$ cat config.mk
export PLATFORM = sky130hd
export DESIGN_NAME = baud_frac_gen
export DESIGN_NICKNAME = d
export VERILOG_FILES = /design/src/rtl/baud_pkg.sv /design/src/rtl/baud_fmt_decode.sv /design/src/rtl/baud_cfg_regs.sv /design/src/rtl/baud_tick_gen.sv /design/src/rtl/baud_frac_gen.sv
export SDC_FILE = /design/constraint.sdc
export NUM_CORES = 1
export LEC_CHECK = 0
export ABC_AREA = 1
export BUFFER_PORTS_ARGS = -buffer_cell sky130_fd_sc_hd__buf_2
export CAP_MARGIN = 15
export CORE_UTILIZATION = 50
export DETAILED_ROUTE_END_ITERATION = 8
export HOLD_SLACK_MARGIN = 0.05
export PLACE_DENSITY = 0.71
export SYNTH_ARGS = -nofsm -noshare
export SYNTH_HDL_FRONTEND = slang
export SYNTH_HIERARCHICAL = 1
export SYNTH_SLANG_ARGS = --single-unit
$ cat constraint.sdc
create_clock -name clk -period 2.6 [get_ports clk]
set_input_delay 0 -clock clk [delete_from_list [all_inputs] [get_ports clk]]
set_output_delay 0 -clock clk [all_outputs]
set_load 0.01 [all_outputs]
$ cat src/rtl/baud_pkg.sv
package baud_pkg;

   // write targets on the configuration port
   typedef enum logic [1:0] {
      SEL_LINE = 2'd0,
      SEL_DIV  = 2'd1,
      SEL_FRAC = 2'd2,
      SEL_NONE = 2'd3
   } wr_sel_e;

   // bit positions in the line control byte that the shifter depends on
   localparam int LB_WLEN_LO = 0;
   localparam int LB_STOP    = 2;
   localparam int LB_EVEN    = 3;
   localparam int LB_PAR     = 5;
   localparam int LB_IR      = 6;
   // compacted line field: {ir, par, even, stop, wlen[1:0]}
   localparam int LINE_W     = 6;

   typedef struct packed {
      logic [3:0] data_bits;
      logic       two_stop;
      logic       parity_en;
      logic       parity_even;
      logic       ir_mode;
   } line_fmt_t;

   localparam line_fmt_t FMT_RESET = '{data_bits: 4'd5, two_stop: 1'b0,
                                       parity_en: 1'b0, parity_even: 1'b0,
                                       ir_mode: 1'b0};

endpackage

$ cat src/rtl/baud_fmt_decode.sv
module baud_fmt_decode
   import baud_pkg::*;
#(
   parameter bit IR_EN = 1'b1
) (
   input  logic [LINE_W-1:0] line_i,
   output line_fmt_t         fmt_o
);

   // line_i layout: [5] ir, [4] parity on, [3] even, [2] stop, [1:0] wlen
   logic ir_bit;

   generate
      if (IR_EN) begin : g_ir
         assign ir_bit = line_i[5];
      end else begin : g_no_ir
         assign ir_bit = 1'b0;
      end
   endgenerate

   always_comb begin
      fmt_o.data_bits   = {2'b00, line_i[1:0]} + 4'd5;
      fmt_o.two_stop    = line_i[2];
      fmt_o.parity_en   = line_i[4];
      fmt_o.parity_even = line_i[4] & line_i[3];
      fmt_o.ir_mode     = ir_bit;
   end

endmodule

$ cat src/rtl/baud_cfg_regs.sv
module baud_cfg_regs
   import baud_pkg::*;
#(
   parameter int DIV_W  = 16,
   parameter int FRAC_W = 3
) (
   input  logic             clk,
   input  logic             rst_n,
   input  logic             wr_en,
   input  logic [1:0]       wr_sel,
   input  logic [DIV_W-1:0] wr_data,
   input  line_fmt_t        line_dec_i,
   output logic [DIV_W-1:0] div_o,
   output logic [FRAC_W-1:0] frac_o,
   output line_fmt_t        fmt_o,
   output logic             restart_o
);

   logic [DIV_W-1:0]  div_q,  div_d;
   logic [FRAC_W-1:0] frac_q, frac_d;
   line_fmt_t         pend_q, pend_d;
   line_fmt_t         fmt_q;
   logic              hit_line, hit_div, hit_frac, fmt_load;

   always_comb begin
      hit_line = wr_en && (wr_sel == SEL_LINE);
      hit_div  = wr_en && (wr_sel == SEL_DIV);
      hit_frac = wr_en && (wr_sel == SEL_FRAC);
      div_d    = hit_div  ? wr_data              : div_q;
      frac_d   = hit_frac ? wr_data[FRAC_W-1:0]  : frac_q;
      pend_d   = hit_line ? line_dec_i           : pend_q;
      fmt_load = (hit_line || hit_div || hit_frac) && (div_d != '0);
   end

   always_ff @(posedge clk or negedge rst_n) begin
      if (!rst_n) begin
         div_q  <= '0;
         frac_q <= '0;
         pend_q <= FMT_RESET;
         fmt_q  <= FMT_RESET;
      end else begin
         div_q  <= div_d;
         frac_q <= frac_d;
         pend_q <= pend_d;
         if (fmt_load) begin
            fmt_q <= pend_d;
         end
      end
   end

   assign div_o     = div_q;
   assign frac_o    = frac_q;
   assign fmt_o     = fmt_q;
   assign restart_o = hit_div;

endmodule

$ cat src/rtl/baud_tick_gen.sv
module baud_tick_gen #(
   parameter int DIV_W    = 16,
   parameter int FRAC_W   = 3,
   parameter int OSR_LOG2 = 4
) (
   input  logic              clk,
   input  logic              rst_n,
   input  logic              restart_i,
   input  logic [DIV_W-1:0]  div_i,
   input  logic [FRAC_W-1:0] frac_i,
   output logic              run_o,
   output logic              os_tick_o,
   output logic              bit_tick_o
);

   localparam int CNT_W = DIV_W + 1;
   localparam int CMP_W = (OSR_LOG2 > FRAC_W) ? OSR_LOG2 : FRAC_W;
   localparam logic [OSR_LOG2-1:0] SUB_LAST = {OSR_LOG2{1'b1}};

   logic [CNT_W-1:0]    cnt_q;
   logic [OSR_LOG2-1:0] sub_q;
   logic                stretch;
   logic [CNT_W-1:0]    cnt_last;
   logic                tick;

   // one spare cycle for each of the first frac_i sub-ticks of a bit
   always_comb begin
      stretch  = CMP_W'(sub_q) < CMP_W'(frac_i);
      cnt_last = CNT_W'(div_i) + CNT_W'(stretch);
      run_o    = (div_i != '0);
      tick     = run_o && (cnt_q == cnt_last);
   end

   always_ff @(posedge clk or negedge rst_n) begin
      if (!rst_n) begin
         cnt_q <= '0;
         sub_q <= '0;
      end else if (restart_i || !run_o) begin
         cnt_q <= '0;
         sub_q <= '0;
      end else if (tick) begin
         cnt_q <= '0;
         sub_q <= sub_q + 1'b1;
      end else begin
         cnt_q <= cnt_q + 1'b1;
      end
   end

   assign os_tick_o  = tick;
   assign bit_tick_o = tick && (sub_q == SUB_LAST);

endmodule

$ cat src/rtl/baud_frac_gen.sv
module baud_frac_gen
   import baud_pkg::*;
#(
   parameter int DIV_W    = 16,
   parameter int FRAC_W   = 3,
   parameter int OSR_LOG2 = 4,
   parameter bit IR_EN    = 1'b1
) (
   input  logic             clk,
   input  logic             rst_n,
   input  logic             wr_en,
   input  logic [1:0]       wr_sel,
   input  logic [DIV_W-1:0] wr_data,
   output logic             gen_run,
   output logic             os_tick,
   output logic             bit_tick,
   output logic [3:0]       data_bits,
   output logic             two_stop,
   output logic             parity_en,
   output logic             parity_even,
   output logic             ir_mode
);

   // elaboration-time parameter checks
   generate
      if (FRAC_W < 1 || FRAC_W > OSR_LOG2) begin : g_bad_frac
         $error("FRAC_W must be between 1 and OSR_LOG2");
      end
      if (DIV_W <= LB_IR) begin : g_bad_div
         $error("DIV_W too narrow to carry the line control byte");
      end
      if (OSR_LOG2 < 1) begin : g_bad_osr
         $error("OSR_LOG2 must be at least 1");
      end
   endgenerate

   logic [LINE_W-1:0]  line_bits;
   line_fmt_t          line_dec;
   line_fmt_t          fmt;
   logic [DIV_W-1:0]   div_val;
   logic [FRAC_W-1:0]  frac_val;
   logic               restart;

   assign line_bits = {wr_data[LB_IR], wr_data[LB_PAR], wr_data[LB_EVEN],
                       wr_data[LB_STOP], wr_data[LB_WLEN_LO+1:LB_WLEN_LO]};

   baud_fmt_decode #(.IR_EN(IR_EN)) u_dec (
      .line_i (line_bits),
      .fmt_o  (line_dec)
   );

   baud_cfg_regs #(.DIV_W(DIV_W), .FRAC_W(FRAC_W)) u_cfg (
      .clk        (clk),
      .rst_n      (rst_n),
      .wr_en      (wr_en),
      .wr_sel     (wr_sel),
      .wr_data    (wr_data),
      .line_dec_i (line_dec),
      .div_o      (div_val),
      .frac_o     (frac_val),
      .fmt_o      (fmt),
      .restart_o  (restart)
   );

   baud_tick_gen #(.DIV_W(DIV_W), .FRAC_W(FRAC_W), .OSR_LOG2(OSR_LOG2)) u_tick (
      .clk        (clk),
      .rst_n      (rst_n),
      .restart_i  (restart),
      .div_i      (div_val),
      .frac_i     (frac_val),
      .run_o      (gen_run),
      .os_tick_o  (os_tick),
      .bit_tick_o (bit_tick)
   );

   assign data_bits   = fmt.data_bits;
   assign two_stop    = fmt.two_stop;
   assign parity_en   = fmt.parity_en;
   assign parity_even = fmt.parity_even;
   assign ir_mode     = fmt.ir_mode;

endmodule

== Word level (Yosys, flattened, before mapping) ==
Index checks and enable logic that the tools add are counted.

* $add $sub $neg: 4
* Magnitude comparators: 1
* Equality and inequality tests: 4
* Multiplexer cells: 6
* Bitwise operators: 1
* Reduce and logical (&&, ||, !) cells: 14

{| class="wikitable"
|+ Operators with widths
! operator !! number
|-
| 17-bit 2-to-1 mux || 2
|-
| 16-bit nonzero test || 2
|-
| 16-bit by 1-bit adder with 17-bit output || 1
|-
| 17-bit by 1-bit adder with 17-bit output, second input constant || 1
|-
| 17-bit equality test || 1
|-
| 16-bit 2-to-1 mux || 1
|-
| 4-bit 2-to-1 mux || 2
|-
| 8-bit 2-to-1 mux || 1
|-
| 1-bit logical AND || 6
|-
| 2-bit by 3-bit adder with 4-bit output, second input constant || 1
|-
| 4-bit by 1-bit adder with 4-bit output, second input constant || 1
|-
| 4-bit equality test, second input constant || 1
|-
| 4-bit by 3-bit less-than comparator with 1-bit output || 1
|-
| 1-bit logical OR || 3
|-
| 2-bit by 1-bit equality test with 1-bit output, second input constant || 1
|-
| 2-bit equality test, second input constant || 1
|-
| 2-bit logical NOT || 1
|-
| 2-bit nonzero test || 1
|-
| 1-bit AND || 1
|-
| 1-bit logical NOT || 1
|}

* Flip-flop bits (word level): 56
* Input port bits: 21
* Output and inout port bits: 11
* Word-level logic and storage cells: 44

== Longest topological paths before layout ==
Gate-level depths: netlist (run 1).

* Word-level depth: 6
* Gate-level depth with buffers: 20
* Gate-level depth less buffers: 19

== Cells and area by module ==
Netlist (run 1), hierarchy kept.

{| class="wikitable"
|+ By module, submodules not included
! module !! times used !! cells an instance !! area an instance (um^2) !! sequential area each (um^2)
|-
| baud_tick_gen || 1 || 308 || 1,946.9 || 525.5
|-
| baud_cfg_regs || 1 || 148 || 1,625.3 || 880.8
|-
| baud_fmt_decode || 1 || 9 || 62.6 || 0.0
|}

== Worst setup path after synthesis (run 1) ==
OpenSTA, ideal clock, no wires.

* Kind: register -> register
* Start: register u_tick.sub_q[1]
* End: register u_tick.cnt_q[13]
* Library setup time: 0.120 ns
* Arrival time: 2.668 ns
* Required time: 2.480 ns
* Slack: -0.188 ns
* Cell stages (with the launch flop): 17
* Path buffers: 1
* Clock period less this slack: 2.788 ns
* Cells stage by stage: dfrtp_1 ha_1 a21o_1 a211oi_1 ha_1 ha_1 nand2_1 nor2_2 nand2_2 nor2_1 xnor2_1 nand3_2 nor2_4 nand3_4 nand2_4 buf_12 nor2_1

* Longest elaborated chain between the ends: 6

{| class="wikitable"
|+ RTL lines
! what !! RTL line !! source
|-
| start, declared || baud_tick_gen.sv:21 || <nowiki>logic [OSR_LOG2-1:0] sub_q;</nowiki>
|-
| start signal, assigned || baud_tick_gen.sv:43 || <nowiki>sub_q <= sub_q + 1'b1;</nowiki>
|-
| 4-bit by 3-bit less-than comparator with 1-bit output || baud_tick_gen.sv:28 || <nowiki>stretch = CMP_W'(sub_q) < CMP_W'(frac_i);</nowiki>
|-
| 16-bit by 1-bit adder with 17-bit output || baud_tick_gen.sv:29 || <nowiki>cnt_last = CNT_W'(div_i) + CNT_W'(stretch);</nowiki>
|-
| 17-bit equality test || baud_tick_gen.sv:31 || <nowiki>tick = run_o && (cnt_q == cnt_last);</nowiki>
|-
| 1-bit logical AND || baud_tick_gen.sv:31 ||
|-
| 17-bit 2-to-1 mux || baud_tick_gen.sv:41 || <nowiki>end else if (tick) begin</nowiki>
|-
| 17-bit 2-to-1 mux || baud_tick_gen.sv:38 || <nowiki>end else if (restart_i || !run_o) begin</nowiki>
|-
| end signal, assigned || baud_tick_gen.sv:45 || <nowiki>cnt_q <= cnt_q + 1'b1;</nowiki>
|-
| end, declared || baud_tick_gen.sv:20 || <nowiki>logic [CNT_W-1:0] cnt_q;</nowiki>
|}

Every way passes these cells.
A chain may end at the register's enable or synchronous reset.

== Worst setup path in the final report (run 1) ==
* Start: register u_cfg.frac_q[1], in the netlist u_cfg/frac_o[1]
* End: output os_tick

* Longest elaborated chain between the ends: 4

{| class="wikitable"
|+ RTL lines
! what !! RTL line !! source
|-
| start, declared || baud_cfg_regs.sv:20 || <nowiki>logic [FRAC_W-1:0] frac_q, frac_d;</nowiki>
|-
| start signal, assigned || baud_cfg_regs.sv:43 || <nowiki>frac_q <= frac_d;</nowiki>
|-
| 4-bit by 3-bit less-than comparator with 1-bit output || baud_tick_gen.sv:28 ||
|-
| 16-bit by 1-bit adder with 17-bit output || baud_tick_gen.sv:29 ||
|-
| 17-bit equality test || baud_tick_gen.sv:31 ||
|-
| 1-bit logical AND || baud_tick_gen.sv:31 ||
|-
| end, declared || baud_frac_gen.sv:15 || <nowiki>output logic os_tick,</nowiki>
|}

Every way passes these cells.

==> results of run 1 <==
-- cell families after synthesis --
kind of cell	share of synthesized area
xor+xnor	0.0410
buf+inv	0.0747
compound gates	0.0165
flops	0.387
fa+ha+maj	0.0275
mux	0.0341
simple gates	0.419
-- worst max-delay path, stage by stage, from the launching register on --
cell and delay, ns:
dfrtp_1 0.35, inv_1 0.04, ha_1 0.28, a21o_1 0.17, a211oi_2 0.18, ha_2 0.25
ha_4 0.16, nand2_4 0.06, nor2_4 0.17, nand2_2 0.11, clkinv_2 0.06, nand2_1 0.04
nand2_1 0.09, nand2_1 0.06, nand2_1 0.07, nand3_2 0.11, nor2_4 0.14, nand3_4 0.10
buf_6 0.13, inv_2 0.04, buf_6 0.09
-- metal layers --
| layer | vias up | GRT usage |
|---|---|---|
| met2 | 90 | 0.398 |
| met4 | 0 | 0.0820 |
| met1 | 1508 | 0.316 |
| met3 | 16 | 0.0370 |
| li1 | 1631 | - |
| met5 | - | 0 |
-- layout by cell type, fill, tap and decap left out, types with 2 or more instances in the layout --
master and n:
buf_4 21, nor2_4 7, xor2_1 11, nor2_1 45, nor2_2 19, nand2_2 22, o21ai_0 4, nand2_1 123
clkbuf_8 5, ha_1 6, o21bai_1 2, inv_2 4, mux2_2 11, nand3_4 2, nand2_4 10, buf_2 30
xnor2_1 6, dlygate4sd3_1 17, nand3_1 40, buf_6 2, dfrtp_1 52, nor3_1 4, nand2_8 3, dfstp_2 4
nand3_2 4, inv_1 43, nand4_1 25
-- final timing paths --
check | slack (ns) | to | cells past startpoint | from
setup / recovery | -0.42 | os_tick | 20 | u_cfg/frac_o[1]$_DFFE_PN0P_
hold / removal | 0.15 | u_cfg/div_o[4]$_DFF_PN0_ | 3 | wr_sel[0]
setup reg to reg | -0.39 | u_tick/cnt_q[0]$_DFF_PN0_ | 21 | u_cfg/frac_o[1]$_DFFE_PN0P_
hold reg to reg | 0.47 | u_cfg/fmt_o[4]$_DFFE_PN1P_ | 2 | u_cfg/fmt_o[4]$_DFFE_PN1P_
max in group asynchronous | 1.55 | u_cfg/pend_q[6]$_DFF_PN1_ | 3 | rst_n
min in group asynchronous | 0.19 | u_tick/cnt_q[9]$_DFF_PN0_ | 2 | rst_n
-- metrics by stage --
step / util / instances / TNS (ns) / setup slack (ns)
after floorplan: - / 465 / -1.20 / -0.123
after global placement: 0.570 / 593 / -3.35 / -0.175
after detailed placement: 0.570 / 593 / -5.42 / -0.279
after CTS: 0.629 / 628 / -6.15 / -0.407
after global routing: 0.637 / 632 / -11.50 / -0.581
final: 0.637 / 632 / -8.05 / -0.416
-- layout make-up --
class	count	area share
Clock buffer	6	0.0165
Clock inverter	2	0.00881
Inverter	48	0.0412
Multi-Input combinational cell	353	0.470
Sequential cell	56	0.320
Tap cell	96	0.0273
Timing Repair Buffer	71	0.117
-- power groups by stage --
stage	Sequential, W	Clock (W)	Combinational [W]
after floorplan	0.00115	0	0.000516
after global placement	0.00117	0	0.000657
after detailed placement	0.00118	0	0.000677
after CTS	0.00116	0.000592	0.000720
after global routing	0.00118	0.000629	0.000829
final	0.00116	0.000578	0.000732
-- what timing repair did --
item,4_1_cts,5_1_grt
cloned,2,0
setup endpoints to repair,23,23
buffers inserted,8,4
pin swaps,16,9
hold buffers,17,0
resized for setup,11,7
endpoints found under the hold margin,44,0
-- sequential cells by signal, indices dropped and copies added (netlist names) --
name and flops:
u_tick/sub_q 4, u_cfg/div_o 16, u_cfg/frac_o 3, u_cfg/pend_q 8, u_tick/cnt_q 17, u_cfg/fmt_o 8
-- cell usage after synthesis --
library cell | number | area share
nand2_1 | 127 | 0.13
dfrtp_1 | 52 | 0.36
nor2_1 | 48 | 0.050
inv_1 | 45 | 0.046
nand3_1 | 41 | 0.056
nand4_1 | 25 | 0.043
nand2_2 | 19 | 0.033
nor2_2 | 18 | 0.031
mux2_2 | 11 | 0.034
xor2_1 | 11 | 0.027
nand2_4 | 10 | 0.031
ha_1 | 8 | 0.028
xnor2_1 | 6 | 0.014
nor2_4 | 5 | 0.015
o21ai_0 | 5 | 0.0069
buf_4 | 4 | 0.0083
dfstp_2 | 4 | 0.029
nor3_1 | 4 | 0.0055
buf_2 | 3 | 0.0041
nand3_2 | 3 | 0.0083
inv_2 | 2 | 0.0021
nand3_4 | 2 | 0.0096
o21bai_1 | 2 | 0.0041
a211oi_1 | 1 | 0.0021
a21o_1 | 1 | 0.0021
a21oi_1 | 1 | 0.0014
buf_12 | 1 | 0.0055
buf_6 | 1 | 0.0031
buf_8 | 1 | 0.0041
clkinv_1 | 1 | 0.0010
nand3b_1 | 1 | 0.0021
nor4_1 | 1 | 0.0017
or2_2 | 1 | 0.0017
==> impl_metrics.toml, run 1 <==
[sta]
setup_ws_ns = -0.416
max_slew.worst_pin.slew_ns = 0.897
slew_headroom = 0.401
fin_hold_ws_ns = 0.145
setup_viol = 23
fmax_ghz = 0.332
finalWorstPathRequiredPeriod_ns = 3.02
period_share = 1.16
slew_viol_final = 0
finClkSkew_ns = 0.0107
rsz0062_at_grt = "yes"
hold_viol = 0

[route]
dr.first_iter.drc_count = 234
ant_nets = 0
met1_length_mm = 3.77
routed-wl-met2_mm = 4.03
vias = 3245
via_per_inst = 5.13
drc = 0
wl_per_cell_um = 13.2
dr.pass1.iters = 5
dr_wl_met3_um = 404
highest_layer = "met4"
wirelength_mm = 8.37

[critical_path]
path_class = "reg -> out"
critical_path.max_fanout = 5
crit_required_ns = 2.60
crit_arrival_ns = 3.02
critPathLaunchType = "flip-flop"
cp-end-kind = "output pin"

[placed_design]
routabilityCongestion = 0.899
post-dp-hpwl_mm = 6.01
place_area_mm2 = 0.00394
io_buffers = 31

[power]
netSwitchingFraction = 0.343
seq_power_share = 0.471
p_switching_w = 0.000849
intPower_w = 0.00163
clock_power_share = 0.233
total_power_w = 0.00247
power.leakage_nw = 2.14
power_density_mw_per_mm2 = 562
max-vdd-ir-drop_mv = 0.335
pwr-share-comb = 0.296

[global_routing]
grt_pass1_wl_mm = 14.3
track_usage = 0.239
antenna_found_initial = 0
grt.overflow.total = 0
grt_pass1_vias = 3134
grt_max_degree = 36

[flow_run]
max_cap_violations = 0

[floorplan]
fp.dieArea_mm2 = 0.00761
design.core.area_mm2 = 0.00691
rows = 30
die_y_um = 87.3
initial_core_util = 0.526
dieWidth_um = 87.3
top_level_ports = 32

[synth]
synth_seq_area_share = 0.387
ys_seq_elements = 56
ys_types = 33
synth_area_per_cell_um2 = 7.82
synth.cell_area_mm2 = 0.00363
syn-num-nets = 494
synthCells = 465
yosysWarningCount = 6

[finish]
fillers = 606
regArea_mm2 = 0.00141
multi_input_area_mm2 = 0.00207
layout.nets = 564
stdcell_area_mm2 = 0.00440
num_antenna_cells = 0
syn2layout_area_growth_pct = 21.1
drive_gt1_frac = 0.285

[cts]
cts_buffers = 5
ctsLongestPathBuffers = 2
cts.sinks = 56
worstSkewPairLatency_ns = 0.31
cts_max_level = 2
root_buffer = "clkbuf_8"
cts.clk_slew.worst_paths_ns = 0.10
cts_tree = "yes"

[run_status]
status = "finished, violations left"
violations = "setup timing"

[worst_hold_path]
hp-class = "in -> reg"
No activity file was read; power rests on OpenSTA's default activity.
==> run 2, diff against run 1 <==
Settings changed: ABC_AREA 1 to default, CTS_CLUSTER_DIAMETER from default to 50, PLACE_DENSITY 0.71 to 0.72, SLEW_MARGIN from default to 10.
==> impl_metrics.toml, run 2 <==
[run_status]
status = "finished, violations left"
violations = "setup timing"

[floorplan]
design.core.area_mm2 = 0.00635
dieWidth_um = 83.1
top_level_ports = 32
die_y_um = 83.1
fp.dieArea_mm2 = 0.00691
rows = 29
initial_core_util = 0.518

[finish]
layout.nets = 415
regMostFlops = "u_tick/cnt_q"
regArea_mm2 = 0.00141
multi_input_area_mm2 = 0.00191
fin_util = 0.664
syn2layout_area_growth_pct = 28.1
final_cell_mix = "dfrtp_1, buf_4, buf_2"
final_common_cell = "dfrtp_1"
fillers = 466
drive_gt1_frac = 0.377
largest_register_ffs = 17
num_antenna_cells = 0

[synth]
ys_seq_elements = 56
yosys_most_used_dff = "dfrtp_1"
synth_seq_area_share = 0.427
yosysWarningCount = 6
synthCells = 300
async_flop_share = 1.00
synth_most_common_cell = "dfrtp_1"
syn-num-nets = 329
synth_common_cells = "dfrtp_1, mux2_2, nor2_1, xor2_1, xnor2_1"
ys_types = 57
synth_top_cell_area_share = 0.395
synth.area.top_cells = "dfrtp_1, mux2_2, xor2_1, xnor2_1, mux2_4"
synth_top_area_cell = "dfrtp_1"
synth.cell_area_mm2 = 0.00329
synth_area_per_cell_um2 = 11.0
synth_edf_count = 0

[global_routing]
grt_pass1_vias = 2697
busiest_layer = "met2"
grt.overflow.total = 0
grt_use_met1 = 0.330
grt_max_degree = 47
antenna_found_initial = 0
track_usage = 0.232
use_met2 = 0.373
grt_pass1_wl_mm = 13.0
grtUsageMet3 = 0.0358

[placed_design]
routabilityCongestion = 0.894
post-dp-hpwl_mm = 5.49
io_buffers = 31
dpl_worst_slack_ns = -0.788

[route]
drc = 0
wirelength_mm = 7.72
via_per_inst = 5.82
wl_per_cell_um = 16.6
vias = 2700
dr.first_iter.drc_count = 155
ant_nets = 0
dr.pass1.iters = 4

[power]
power_density_mw_per_mm2 = 619
max-vdd-ir-drop_mv = 0.396
power.leakage_nw = 1.89

[critical_path]
cp.depth = 15
reg2regPathDepth = 15
path_class = "reg -> reg"
crit_required_ns = 2.84
critPathLaunchType = "flip-flop"
timing.critical_path.cells = "inv_1 > ha_1 > a21o_1 > a211oi_2 > ha_2 > ha_4 > buf_4 > and3b_1 > o221a_1 > o22ai_1 > and4bb_1 > or3b_4 > buf_4 > or3_4 > a21oi_2"
crit_path_max_incr_delay_ns = 0.42
path_delay_family = "simple AND/OR/NAND/NOR gates"
cp_common_cell = "buf_4"
cp-end-kind = "flip-flop"
crit_arrival_ns = 3.73
cpMaxStageDelayCell = "or3b_4"
critical_path.max_fanout = 4
crit_buf_inv = 3

[cts]
root_buffer = "clkbuf_8"
cts_tree = "yes"
cts.sinks = 56
cts_buffers = 5
ctsLongestPathBuffers = 2
worstSkewPairLatency_ns = 0.30
cts.clk_slew.worst_paths_ns = 0.10
cts_max_level = 2

[sta]
hold_viol = 0
max_slew.worst_pin.slew_ns = 1.03
setup_ws_ns = -0.892
fmax_ghz = 0.286
finalWorstPathRequiredPeriod_ns = 3.49
finClkSkew_ns = 0.00556
slew_viol_final = 0
rsz0062_at_grt = "yes"
period_share = 1.34
setup_viol = 23
slew_headroom = 0.316

[worst_hold_path]
hp-class = "in -> reg"
hold_path_depth = 3

[flow_run]
max_cap_violations = 0
## run 2: changes by cell type after synthesis, sizes merged, moves of 5 or more
cell / delta
and3: +9
and4: +5
inv: -38
mux2: +24
nand2: -142
nand3: -34
nand4: -18
nor2: -50
nor4: +14
or4: +5
xnor2: +10
xor2: +6
## run 2: worst min-delay path: stages
cell	delay, ns
buf_2	0.14
nand3_1	0.15
mux2_2	0.17
## run 2: worst paths after layout
kind                       slack [ns]                          end                         from
setup / recovery                -0.89  u_tick/sub_q[0]$_DFFE_PN0P_  u_cfg/frac_o[1]$_DFFE_PN0P_
hold / removal                   0.19  u_cfg/frac_o[1]$_DFFE_PN0P_                    wr_sel[1]
setup reg to reg                -0.89  u_tick/sub_q[0]$_DFFE_PN0P_  u_cfg/frac_o[1]$_DFFE_PN0P_
hold reg to reg                  0.51    u_cfg/pend_q[2]$_DFF_PN0_    u_cfg/pend_q[2]$_DFF_PN0_
max in group asynchronous        1.45     u_cfg/div_o[6]$_DFF_PN0_                        rst_n
min in group asynchronous        0.41    u_tick/cnt_q[0]$_DFF_PN0_                        rst_n
## run 2: layout make-up
type / instances / area share
clock inverter: 2 / 0.00920
multi-input combinational: 225 / 0.453
timing repair buffer: 89 / 0.154
sequential: 56 / 0.334
tap: 77 / 0.0228
clock buffer: 6 / 0.0196
inverter: 9 / 0.00801
## run 2: through the flow
| stage | cells | TNS [ns] | instance area, um2 | total power, W | hold WS, ns |
|---|---|---|---|---|---|
| 3_5_place_dp | 433 | -16.51 | 3800 | 0.00194 | 0.239 |
| 6_report | 464 | -16.43 | 4220 | 0.00261 | 0.189 |
| 3_3_place_gp | 433 | -13.45 | 3800 | 0.00191 | 0.229 |
| 4_1_cts | 463 | -17.01 | 4180 | 0.00260 | 0.180 |
| 5_1_grt | 464 | -20.86 | 4220 | 0.00275 | 0.207 |
| 2_1_floorplan | 300 | -10.64 | 3350 | 0.00163 | -0.296 |
## run 2: where the power goes
group	internal [W]	switching [W]	leakage (nW)
logic	0.000459	0.000375	1.13
clock network	0.000315	0.000284	0.0614
registers	0.00102	0.000156	0.700
## run 2: repair_timing
action,CTS,global route
pin swaps,4,5
buffers inserted,5,1
hold buffers,17,0
resized for setup,10,6
hold endpoints to repair,63,0
setup endpoints to repair,23,23
## run 2: logic make-up (layout without fill, tap and decap cells)
kind of cell,Yosys count,in the layout,share of synthesized area
AOI/OAI and AO/OA,31,31,0.0711
xor gates and xnor gates,33,33,0.0878
adders and majority gates,8,8,0.0304
buffers and inverters,19,106,0.0289
DFF,56,56,0.427
muxes,36,36,0.132
and+or+nand+nor,117,117,0.223
## run 2: per-layer routing
metal	wire [um]	up-vias
met2	3790	70
li1	-	1273
met5	0	-
met1	3560	1351
met4	69	0
met3	306	6
==> run 3, diff against run 2 <==
Settings changed: ABC_AREA from default to 1, PLACE_DENSITY 0.72 to 0.69.
Clock period 2.6 ns to 4.4 ns, I/O delays scaled along.
==> impl_metrics.toml, run 3 (synthesis gave the netlist of run 1 again) <==
[cts]
root_buffer = "clkbuf_8"
hold_buffers = 17
post_cts_buffers = 0
ctsLongestPathBuffers = 2
cts_tree = "yes"
worstSkewPairLatency_ns = 0.32
cts_resized = 0
cts_buffers = 5
cts.clk_slew.worst_paths_ns = 0.11
cts.sinks = 56
cts_max_level = 2

[power]
power.leakage_nw = 1.98
max-vdd-ir-drop_mv = 0.165
power_density_mw_per_mm2 = 339

[finish]
drive_gt1_frac = 0.225
fin_util = 0.592
final_common_cell = "nand2_1"
largest_register_ffs = 17
syn2layout_area_growth_pct = 12.6
regMostFlops = "u_tick/cnt_q"
final_cell_mix = "nand2_1, dfrtp_1, nor2_1"
num_antenna_cells = 0
layout.nets = 540

[floorplan]
rows = 30
design.core.area_mm2 = 0.00691
die_y_um = 87.3
top_level_ports = 32
fp.dieArea_mm2 = 0.00761
dieWidth_um = 87.3
initial_core_util = 0.526

[critical_path]
critPathLaunch = "u_tick/sub_q[1]$_DFFE_PN0P_"
reg2regPathDepth = 15
crit_end = "bit_tick"
critPathLaunchType = "flip-flop"
r2r_start = "u_tick/sub_q[1]$_DFFE_PN0P_"
cp-end-kind = "output pin"
critical_path.max_fanout = 7
path_class = "reg -> out"
r2r-end = "u_tick/cnt_q[4]$_DFF_PN0_"
crit_required_ns = 4.40
crit_arrival_ns = 3.35
reg2reg_setup_slack_ns = 1.19

[worst_hold_path]
hp-class = "in -> reg"
holdCritStartpoint = "wr_sel[1]"

[sta]
slew_headroom = 0.521
finClkSkew_ns = 0.0107
fmax_ghz = 0.298
setup_ws_ns = 1.05
period_share = 0.762
setup_viol = 0
slew_viol_final = 0
rsz0062_at_grt = "no"
max_slew.worst_pin.slew_ns = 0.719
finalWorstPathRequiredPeriod_ns = 3.35
finalSetupTns_ns = 0
hold_viol = 0

[global_routing]
grt_use_met1 = 0.329
use_met2 = 0.404
grt_pass1_vias = 3112
track_usage = 0.242
grt_max_degree = 57
grt_pass1_wl_mm = 14.4
grtUsageMet3 = 0.0322
busiest_layer = "met2"
grt.overflow.total = 0
antenna_found_initial = 0

[route]
dr.first_iter.drc_count = 164
ant_nets = 0
drc = 0
wl_per_cell_um = 13.7
wirelength_mm = 8.32
vias = 3145
dr.pass1.iters = 5
via_per_inst = 5.17

[flow_run]
max_cap_violations = 0

[placed_design]
dpl_worst_slack_ns = 1.19
routabilityCongestion = 0.911
post-dp-hpwl_mm = 6.08
io_buffers = 31

[run_status]
status = "finished, final reports clean"
[run 3: cell count changes in the layout (fill, tap and decap cells not counted), moves of 19 or more]
cell,change
nand2_1,+113
nand3_1,+31
nor2_1,+27
nand4_1,+19
nand2_2,+19
inv_1,+36
buf_4,-38
[run 3: area by class of cell]
| type | count | area [um2] |
|---|---|---|
| Clock buffer | 5 | 68.8 |
| Clock inverter | 3 | 26.3 |
| Fill cell | 648 | 2820 |
| Inverter | 48 | 180 |
| Multi-Input combinational cell | 351 | 1960 |
| Sequential cell | 56 | 1410 |
| Tap cell | 96 | 120 |
| Timing Repair Buffer | 49 | 333 |
[run 3: critical path, stage by stage, from the launching register on]
cell and delay [ns]:
dfrtp_1 0.43, ha_1 0.28, a21o_1 0.18, a211oi_1 0.33, ha_1 0.28, ha_1 0.21
nand2_1 0.11, nor2_2 0.19, nand2_2 0.10, nor2_1 0.15, xnor2_1 0.15, nand3_2 0.12
nor2_4 0.16, nand3_4 0.13, nor2_1 0.11, buf_2 0.13
[run 3: report_power, final]
group	internal, W	switching (W)	total (W)
clock	0.000116	0.000186	0.000302
combinational	0.000171	0.000230	0.000401
sequential	0.000597	0.0000884	0.000685
total	0.000884	0.000504	0.00139
[run 3: worst min path at each step]
stage,endpoint,depth (start not counted)
after floorplan,u_cfg/div_o[0]$_DFF_PN0_,0
after global placement,u_tick/cnt_q[14]$_DFF_PN0_,2
after detailed placement,u_tick/cnt_q[12]$_DFF_PN0_,2
after CTS,u_cfg/div_o[4]$_DFF_PN0_,4
after global routing,u_cfg/div_o[4]$_DFF_PN0_,3
final,u_cfg/div_o[4]$_DFF_PN0_,4
[run 3: metrics by stage]
stage | cell area, um2 | instances | total power, W | hold WS (ns)
floorplan | 3630 | 465 | 0.000977 | -0.296
global placement | 3830 | 583 | 0.00107 | 0.183
detailed placement | 3830 | 583 | 0.00108 | 0.193
CTS | 4090 | 608 | 0.00140 | 0.129
global route | 4090 | 608 | 0.00149 | 0.168
finish | 4090 | 608 | 0.00139 | 0.147
[run 3: routing by layer]
layer	wire, um	part of all wire	vias to the layer above
met2	4030	0.48	66
li1	-	-	1576
met1	3780	0.45	1494
met5	0	0	-
met3	406	0.049	9
met4	107	0.013	0
